## src/rtl/trig_pwm_pkg.sv

```systemverilog
package trig_pwm_pkg;

    localparam int CNT_W = 16;

    typedef enum logic [1:0] {
        EDGE_NONE = 2'b00,
        EDGE_RISE = 2'b01,
        EDGE_FALL = 2'b10,
        EDGE_BOTH = 2'b11
    } edge_sel_e;

    typedef enum logic {
        ST_IDLE = 1'b0,
        ST_RUN  = 1'b1
    } run_state_e;

    typedef struct packed {
        logic [CNT_W-1:0] period;
        logic [CNT_W-1:0] width;
    } cmp_pair_t;

    typedef struct packed {
        logic period_hit;
        logic width_hit;
    } match_t;

    function automatic logic edge_pick(input logic [1:0] sel, input logic rise, input logic fall);
        return (sel[0] & rise) | (sel[1] & fall);
    endfunction

endpackage

```

## src/rtl/trig_pwm_trigsel.sv

```systemverilog
module trig_pwm_trigsel
    import trig_pwm_pkg::*;
#(
    parameter int SYNC_STAGES = 2
) (
    input  logic       clk,
    input  logic       rst,
    input  logic       enable,
    input  logic       ext_in,
    input  logic [1:0] edge_sel,
    input  logic       sw_wr,
    output logic       trig
);

    localparam int LAST = SYNC_STAGES - 1;

    logic [SYNC_STAGES-1:0] sync_q;
    logic                   prev_q;
    logic                   sw_bit_q;
    logic                   rise, fall;

    always_ff @(posedge clk) begin
        if (rst) begin
            sync_q   <= '0;
            prev_q   <= 1'b0;
            sw_bit_q <= 1'b0;
        end else begin
            sync_q[0] <= ext_in;
            for (int i = 1; i < SYNC_STAGES; i++) begin
                sync_q[i] <= sync_q[i-1];
            end
            prev_q   <= sync_q[LAST];
            sw_bit_q <= sw_wr & enable;
        end
    end

    assign rise = sync_q[LAST] & ~prev_q;
    assign fall = ~sync_q[LAST] & prev_q;
    assign trig = enable & (edge_pick(edge_sel, rise, fall) | sw_bit_q);

    // the software bit never survives a disabled cycle
    p_swbit_off_r2: assert property (@(posedge clk) disable iff (rst)
        !enable |=> !sw_bit_q);

    // with no edge selected only the software bit can trigger
    p_no_edge_r4: assert property (@(posedge clk) disable iff (rst)
        (edge_sel == EDGE_NONE) && !sw_bit_q |-> !trig);

endmodule

```

## src/rtl/trig_pwm_cmpbuf.sv

```systemverilog
module trig_pwm_cmpbuf
    import trig_pwm_pkg::*;
(
    input  logic             clk,
    input  logic             rst,
    input  logic             enable,
    input  logic             load,
    input  logic             period_wr,
    input  logic [CNT_W-1:0] period_data,
    input  logic             width_wr,
    input  logic [CNT_W-1:0] width_data,
    output cmp_pair_t        buf_q
);

    cmp_pair_t reg_q;

    always_ff @(posedge clk) begin
        if (rst) begin
            reg_q <= '0;
        end else begin
            if (period_wr) reg_q.period <= period_data;
            if (width_wr)  reg_q.width  <= width_data;
        end
    end

    always_ff @(posedge clk) begin
        if (rst) begin
            buf_q <= '0;
        end else if (!enable || load) begin
            buf_q <= reg_q;
        end
    end

    // working values stay fixed between wraps while enabled
    p_buf_hold_r8: assert property (@(posedge clk) disable iff (rst)
        enable && !load |=> $stable(buf_q));

endmodule

```

## src/rtl/trig_pwm_core.sv

```systemverilog
module trig_pwm_core
    import trig_pwm_pkg::*;
(
    input  logic      clk,
    input  logic      rst,
    input  logic      enable,
    input  logic      tick,
    input  logic      trig,
    input  logic      active_high,
    input  cmp_pair_t cmp,
    output logic      load,
    output logic      pwm_out,
    output logic      period_irq,
    output logic      width_irq
);

    logic [CNT_W-1:0] cnt_q;
    run_state_e       state_q;
    logic             pend_q;
    logic             per_irq_q, wid_irq_q;
    logic             take, advance, pwm_active;
    match_t           hit;

    assign take    = enable & tick & (trig | pend_q);
    assign advance = enable & tick & (state_q == ST_RUN) & ~take;

    always_comb begin
        hit.period_hit = advance & (cnt_q == cmp.period);
        hit.width_hit  = advance & (cnt_q == cmp.width);
    end

    assign load = hit.period_hit;

    always_ff @(posedge clk) begin
        if (rst || !enable) begin
            cnt_q     <= '1;
            state_q   <= ST_IDLE;
            pend_q    <= 1'b0;
            per_irq_q <= 1'b0;
            wid_irq_q <= 1'b0;
        end else begin
            per_irq_q <= hit.period_hit;
            wid_irq_q <= hit.width_hit;
            if (take) begin
                cnt_q   <= '0;
                state_q <= ST_RUN;
                pend_q  <= 1'b0;
            end else begin
                if (trig && !tick) pend_q <= 1'b1;
                if (advance) cnt_q <= hit.period_hit ? '0 : cnt_q + 1'b1;
            end
        end
    end

    assign pwm_active = (state_q == ST_RUN) && (cnt_q < cmp.width);
    assign pwm_out    = active_high ? pwm_active : ~pwm_active;
    assign period_irq = per_irq_q;
    assign width_irq  = wid_irq_q;

    // an idle timer always parks at all ones
    p_idle_parks_r1: assert property (@(posedge clk) disable iff (rst)
        state_q == ST_IDLE |-> cnt_q == '1);

    // an accepted trigger restarts at zero in run state
    p_restart_r3: assert property (@(posedge clk) disable iff (rst)
        take |=> (cnt_q == '0) && (state_q == ST_RUN));

    // a period match wraps the count and flags the interrupt
    p_wrap_r5: assert property (@(posedge clk) disable iff (rst)
        hit.period_hit |=> (cnt_q == '0) && period_irq);

    // disabling parks the counter with the output inactive
    p_off_r11: assert property (@(posedge clk) disable iff (rst)
        !enable |=> (cnt_q == '1) && !pwm_active && !period_irq && !width_irq);

    // no count tick, no counter change
    p_gate_r12: assert property (@(posedge clk) disable iff (rst)
        enable && !tick |=> $stable(cnt_q));

endmodule

```

## src/rtl/trig_pwm_timer.sv

```systemverilog
module trig_pwm_timer
    import trig_pwm_pkg::*;
#(
    parameter int SYNC_STAGES = 2
) (
    input  logic             clk,
    input  logic             rst,
    input  logic             cnt_en,
    input  logic             enable,
    input  logic [1:0]       edge_sel,
    input  logic             ext_trig,
    input  logic             sw_trig,
    input  logic             active_high,
    input  logic             period_wr,
    input  logic [CNT_W-1:0] period_data,
    input  logic             width_wr,
    input  logic [CNT_W-1:0] width_data,
    output logic             pwm_out,
    output logic             period_irq,
    output logic             width_irq
);

    logic      trig;
    logic      load;
    cmp_pair_t cmp;

    trig_pwm_trigsel #(.SYNC_STAGES(SYNC_STAGES)) u_trig (
        .clk      (clk),
        .rst      (rst),
        .enable   (enable),
        .ext_in   (ext_trig),
        .edge_sel (edge_sel),
        .sw_wr    (sw_trig),
        .trig     (trig)
    );

    trig_pwm_cmpbuf u_buf (
        .clk         (clk),
        .rst         (rst),
        .enable      (enable),
        .load        (load),
        .period_wr   (period_wr),
        .period_data (period_data),
        .width_wr    (width_wr),
        .width_data  (width_data),
        .buf_q       (cmp)
    );

    trig_pwm_core u_core (
        .clk         (clk),
        .rst         (rst),
        .enable      (enable),
        .tick        (cnt_en),
        .trig        (trig),
        .active_high (active_high),
        .cmp         (cmp),
        .load        (load),
        .pwm_out     (pwm_out),
        .period_irq  (period_irq),
        .width_irq   (width_irq)
    );

endmodule

```

## config.mk

```make
export PLATFORM = sky130hd
export DESIGN_NAME = trig_pwm_timer
export DESIGN_NICKNAME = d
export VERILOG_FILES = /design/src/rtl/trig_pwm_pkg.sv /design/src/rtl/trig_pwm_trigsel.sv /design/src/rtl/trig_pwm_cmpbuf.sv /design/src/rtl/trig_pwm_core.sv /design/src/rtl/trig_pwm_timer.sv
export SDC_FILE = /design/constraint.sdc
export NUM_CORES = 1
export LEC_CHECK = 0
export ABC_AREA = 0
export ABC_CLOCK_PERIOD_IN_PS = 2200
export CAP_MARGIN = 25
export CORE_MARGIN = 8
export CORE_UTILIZATION = 50
export DETAILED_ROUTE_END_ITERATION = 10
export GPL_ROUTABILITY_DRIVEN = 0
export PLACE_DENSITY = 0.85
export SLEW_MARGIN = 30
export SYNTH_ARGS = -nofsm -noshare
export SYNTH_HDL_FRONTEND = slang
export SYNTH_SLANG_ARGS = --single-unit
```

## constraint.sdc

```tcl
create_clock -name clk -period 2.2 [get_ports clk]
set_input_delay 0.22 -clock clk [delete_from_list [all_inputs] [get_ports clk]]
set_output_delay 0.22 -clock clk [all_outputs]
set_load 0.05 [all_outputs]
```

## Word-level counts from Yosys, hierarchy flattened

Index checks and enable logic that the tools add are counted.

- Flip-flop bits (word level): 88
- Bits in latches: 0
- RAM bits: 0
- ROM bits: 0
- Bits of input ports: 43
- Output and inout bits: 3
- Logic and storage cells: 47
- Memories kept: 0

- $add $sub $neg: 1
- Multiply operators: 0
- Divide/modulo/power cells: 0
- $lt $le $gt $ge: 1
- Eq/ne operators: 2
- Shifts and indexed selects: 0
- Muxes and demuxes: 4
- Bitwise operators: 19
- Reductions and logical operators: 8

Operator list:

| cell | count |
|---|---|
| 2-to-1 mux 16 bit | 3 |
| == test 16 bit | 2 |
| adder 16 x 1 -> 16 bit, second input constant | 1 |
| less-than comparator 16 bit | 1 |
| AND 1 bit | 12 |
| inverter 1 bit | 4 |
| OR 1 bit | 3 |
| logical AND 1 bit | 2 |
| zero test 1 bit | 2 |
| logical OR 1 bit | 2 |
| nonzero test 2 bit | 1 |
| OR reduction 2 bit | 1 |
| 2-to-1 mux 1 bit | 1 |

## Logic depth before layout (Yosys ltp)

- Depth in word-level cells: 14
- Depth in mapped cells: 8
- Mapped depth without buffers: 8

## Cells and area by module

A second synthesis with hierarchy kept.

- Cells, all modules: 449
- Area total of the unflattened synthesis: 4,573.1 um^2

Modules (own cells, without submodules):

| module | times used | cells an instance | area each (um^2) | seq. area each (um^2) |
|---|---|---|---|---|
| trig_pwm_cmpbuf | 1 | 248 | 2,821.5 | 1,281.2 |
| trig_pwm_core | 1 | 188 | 1,619.1 | 400.4 |
| trig_pwm_trigsel | 1 | 13 | 132.6 | 80.1 |

## Worst setup path after synthesis

No wires, ideal clock.

- Path kind: reg-to-output
- Start point: register u_core.cnt_q[1]
- End point: output pwm_out
- Arrival: 2.187 ns
- Required time: 1.980 ns
- Setup slack: -0.207 ns
- Stages on the path, launching flop included: 8
- Buffers on the path: 0
- Cell sequence: dfxtp_1 ha_1 nor2b_1 o211ai_1 a21oi_1 a2111oi_0 o221ai_1 xor2_1

- Cells in the longest elaborated chain, start to end: 4

RTL lines:

| what | line | text |
|---|---|---|
| start: declaration | trig_pwm_core.sv:17 | `logic [CNT_W-1:0] cnt_q;` |
| start signal: assignment | trig_pwm_core.sv:50 | `if (advance) cnt_q <= hit.period_hit ? '0 : cnt_q + 1'b1;` |
| less-than comparator 16 bit * | trig_pwm_core.sv:55 | `assign pwm_active = (state_q == ST_RUN) && (cnt_q < cmp.width);` |
| logical AND 1 bit * | trig_pwm_core.sv:55 |  |
| inverter 1 bit | trig_pwm_core.sv:56 | `assign pwm_out = active_high ? pwm_active : ~pwm_active;` |
| 2-to-1 mux 1 bit * | trig_pwm_core.sv:56 |  |
| end: declaration | trig_pwm_timer.sv:18 | `output logic pwm_out,` |

Every way passes the cells marked *; elsewhere a longest branch is shown, timed or not.

## Worst setup path after layout

- Start point: register u_buf.buf_q[12] in the netlist's numbering
- End point: output pwm_out

- Cells in the longest elaborated chain, start to end: 4

RTL lines:

| what | line | text |
|---|---|---|
| start: declaration | trig_pwm_cmpbuf.sv:12 | `output cmp_pair_t buf_q` |
| start signal: assignment | trig_pwm_cmpbuf.sv:30 | `buf_q <= reg_q;` |
| less-than comparator 16 bit * | trig_pwm_core.sv:55 |  |
| logical AND 1 bit * | trig_pwm_core.sv:55 |  |
| inverter 1 bit | trig_pwm_core.sv:56 |  |
| 2-to-1 mux 1 bit * | trig_pwm_core.sv:56 |  |

Marked as above.

==> metrics <==
initial antenna violation count=0; most used flip-flop cell after synthesis=dfxtp_1; LEAKAGE=1.92 nW; period utilisation layout=1.14; Critical Path AT=2300 ps; PD cells=651 mW/mm²; Nets=566; vias in the first global route=3258; Die Area=0.0109 mm²; Pre-antenna DRT Iters=7; site row count=32; Slew HR=0.560; Syn Nets=512; Worst Setup Start Kind=flop; Port Buffers=45; mapped cell area=0.00390 mm²; CTS clock-pin slew for the worst setup and hold paths=80 ps; yosys warns=0; top cell type's share of synthesized area=0.452; failing checks=setup timing; post-synth cell types=40; placed cells=594; FF-to-FF setup slack=110 ps; clock insertion delay at the later pin of the skew report=360 ps; Congestion Overflow GR=0; post-route ant nets=0; Slowest-stage cell, CP=or3_4; max-slew violations=0; area grow syn2layout=26.2%; crit end category=primary output; Routed WL=9470 µm; WP depth=7; cells along the critical path=inv_1, ha_1, nand4_1, or3_4, o221ai_4, xor2_2, buf_12; fraction of layout cells with a size suffix above 1=0.138; DPL Wire Length=6290 µm; clock sinks=88; Post-synth EDFFs=0; outcome=finished with violations; via-per-instance ratio=5.57; RSZ-0062 raised after global routing=true; skew final=5.92 ps; Critical Path Fanout Max=2; DRC=0; Worst Path Required=1980 ps; worst r2r src=u_core.cnt_q[9]$_SDFFE_PP1P_; deepest level of the CTS H-tree=3; Routed wire per std cell=15.5 µm; Gate Count Post-Synth=452; CP Buf/Inv Count=2; CTS Buffer Depth=2; Synth area leader=dfxtp_1; Power Total=3.21 mW; n_diodes=0; Slew @ Worst Pin=660 ps; CP peak stage delay=440 ps; post-route cell area=0.00492 mm²; Final min period=2520 ps; crit path to=pwm_out; global-route wire length before repair=15000 µm; # IOs=46; root buf cell=clkbuf_8; TritonCTS clock tree=yes; Critical Path Source=u_buf.buf_q[12]$_SDFFE_PP0P_; synthesized area per cell=8.63 µm²; leading cell types by total area after synthesis=dfxtp_1 (45%), mux2i_1 (8.2%), nand2_1 (7.9%), ha_1 (5.5%), a21oi_1 (5.4%); endpoints failing setup=1; largest net degree at the start of global routing=68; final setup TNS=-319 ps; placed cell area=0.00454 mm²; Fmax achieved=0.397 GHz; post-synthesis sequential area ratio=0.452; asr flop ratio synth=0; worst vdd ir=0.328 mV; Post-CTS Hold Buffers=0; Setup WS post-layout=-319 ps; gr usage total=0.164; Final Hold Viols=0; Finished Layout Cells=611; Initial Util=0.510; Num CTS Buffers=9; flip-flop and latch count after synthesis=88; utilization after layout=0.644; FF-to-FF path depth=9; die height=104 µm; Worst Hold Class=input pin to flop; DR iter-0 viols=298; r2r endpoint=u_core.cnt_q[12]$_SDFFE_PP1P_; Max-cap violations=0; WHS=233 ps; crit path kind=flop to primary output; Worst Hold Depth=3; vias=3404; Die Wd=104 µm; Core Box Area=0.00765 mm²; Post-Place Worst Slack=-156 ps; CP delay by family, top=simple AND/OR/NAND/NOR gates
layer usage:
layer | track usage | up-vias | part of all wire
li1 | - | 1647 | -
met1 | 0.193 | 1599 | 0.41
met2 | 0.274 | 130 | 0.50
met3 | 0.0440 | 28 | 0.055
met4 | 0.0693 | 0 | 0.031
met5 | 0 | - | 0
final cells by class:
cell class / instances / area [µm²]
clock buffers: 11 / 151
clock inverters: 3 / 42.5
fillers: 560 / 2730
inverters: 21 / 78.8
multi-input cells: 320 / 2120
flip-flops and latches: 88 / 1770
well taps: 102 / 128
repair buffers: 66 / 629
synthesized netlist by cell type (5+ instances only):
| cell | instances |
|---|---|
| o211ai_1 | 13 |
| clkbuf_1 | 13 |
| a21oi_1 | 42 |
| mux2i_1 | 32 |
| or3_1 | 5 |
| ha_1 | 17 |
| nor3_1 | 8 |
| nor2_1 | 40 |
| nand2_1 | 82 |
| nor2b_1 | 5 |
| nand4_1 | 11 |
| dfxtp_1 | 88 |
| and3_1 | 5 |
| inv_1 | 21 |
| o21ai_0 | 11 |
| xnor2_1 | 16 |
where the power goes:
part	total, mW	internal (mW)	leakage [nW]	switching, mW
combinational	0.381	0.195	1.10	0.186
clock	1.13	0.573	0.0973	0.555
sequential	1.70	1.66	0.718	0.0411
sequential cells by signal (all words and copies together), names as in the netlist:
| name | flops |
|---|---|
| u_buf.buf_q | 32 |
| u_buf.reg_q | 32 |
| u_core.cnt_q | 16 |
| u_trig.sync_q | 2 |
| u_core.pend_q | 1 |
| u_core.period_irq | 1 |
| u_core.state_q | 1 |
| u_core.width_irq | 1 |
| u_trig.prev_q | 1 |
| u_trig.sw_bit_q | 1 |
kinds of logic after synthesis:
kind of cell | share of synthesized area
flops | 0.452
simple gates | 0.203
fa+ha+maj | 0.0545
xor+xnor | 0.0382
buf+inv | 0.0475
mux | 0.0821
compound gates | 0.123
worst min path at each step:
stage / startpoint / end / slack, ps
5_1_grt: rst / u_core.pend_q$_SDFFE_PP0P_ / 250
4_1_cts: rst / u_core.pend_q$_SDFFE_PP0P_ / 240
2_1_floorplan: sw_trig / u_trig.sw_bit_q$_SDFF_PP0_ / 340
3_5_place_dp: u_trig.sync_q[0]$_SDFF_PP0_ / u_trig.sync_q[1]$_SDFF_PP0_ / 430
6_report: rst / u_core.pend_q$_SDFFE_PP0P_ / 230
3_3_place_gp: u_trig.sync_q[0]$_SDFF_PP0_ / u_trig.sync_q[1]$_SDFF_PP0_ / 430
worst min-delay path: stages:
cell,delay (ps)
buf_2,120
nor2b_1,80
and3_1,140
placed cells by master (no fill, tap or decap), types with 4 or more instances in the layout:
cell,Yosys,layout
nor3_1,8,8
nand4_1,11,11
a21oi_2,0,4
nand3_1,4,4
mux2i_1,32,32
nor2b_1,5,4
o21ai_0,11,10
dfxtp_1,88,80
and2_1,4,4
nand2_1,82,81
clkbuf_8,0,11
ha_1,17,11
xnor2_1,16,16
inv_1,21,19
nor2_1,40,40
a21oi_1,42,38
clkdlybuf4s50_1,0,43
or3_1,5,4
buf_4,4,19
ha_4,0,6
o211ai_1,13,13
and3_1,5,5
dfxtp_2,0,8
repair_timing:
item / in CTS / in global routing
setup buffers: 0 / 3
endpoints found under the setup margin: 1 / 39
gates resized for setup: 12 / 21
pin swaps: 1 / 10
No activity file was read; power rests on OpenSTA's default activity.
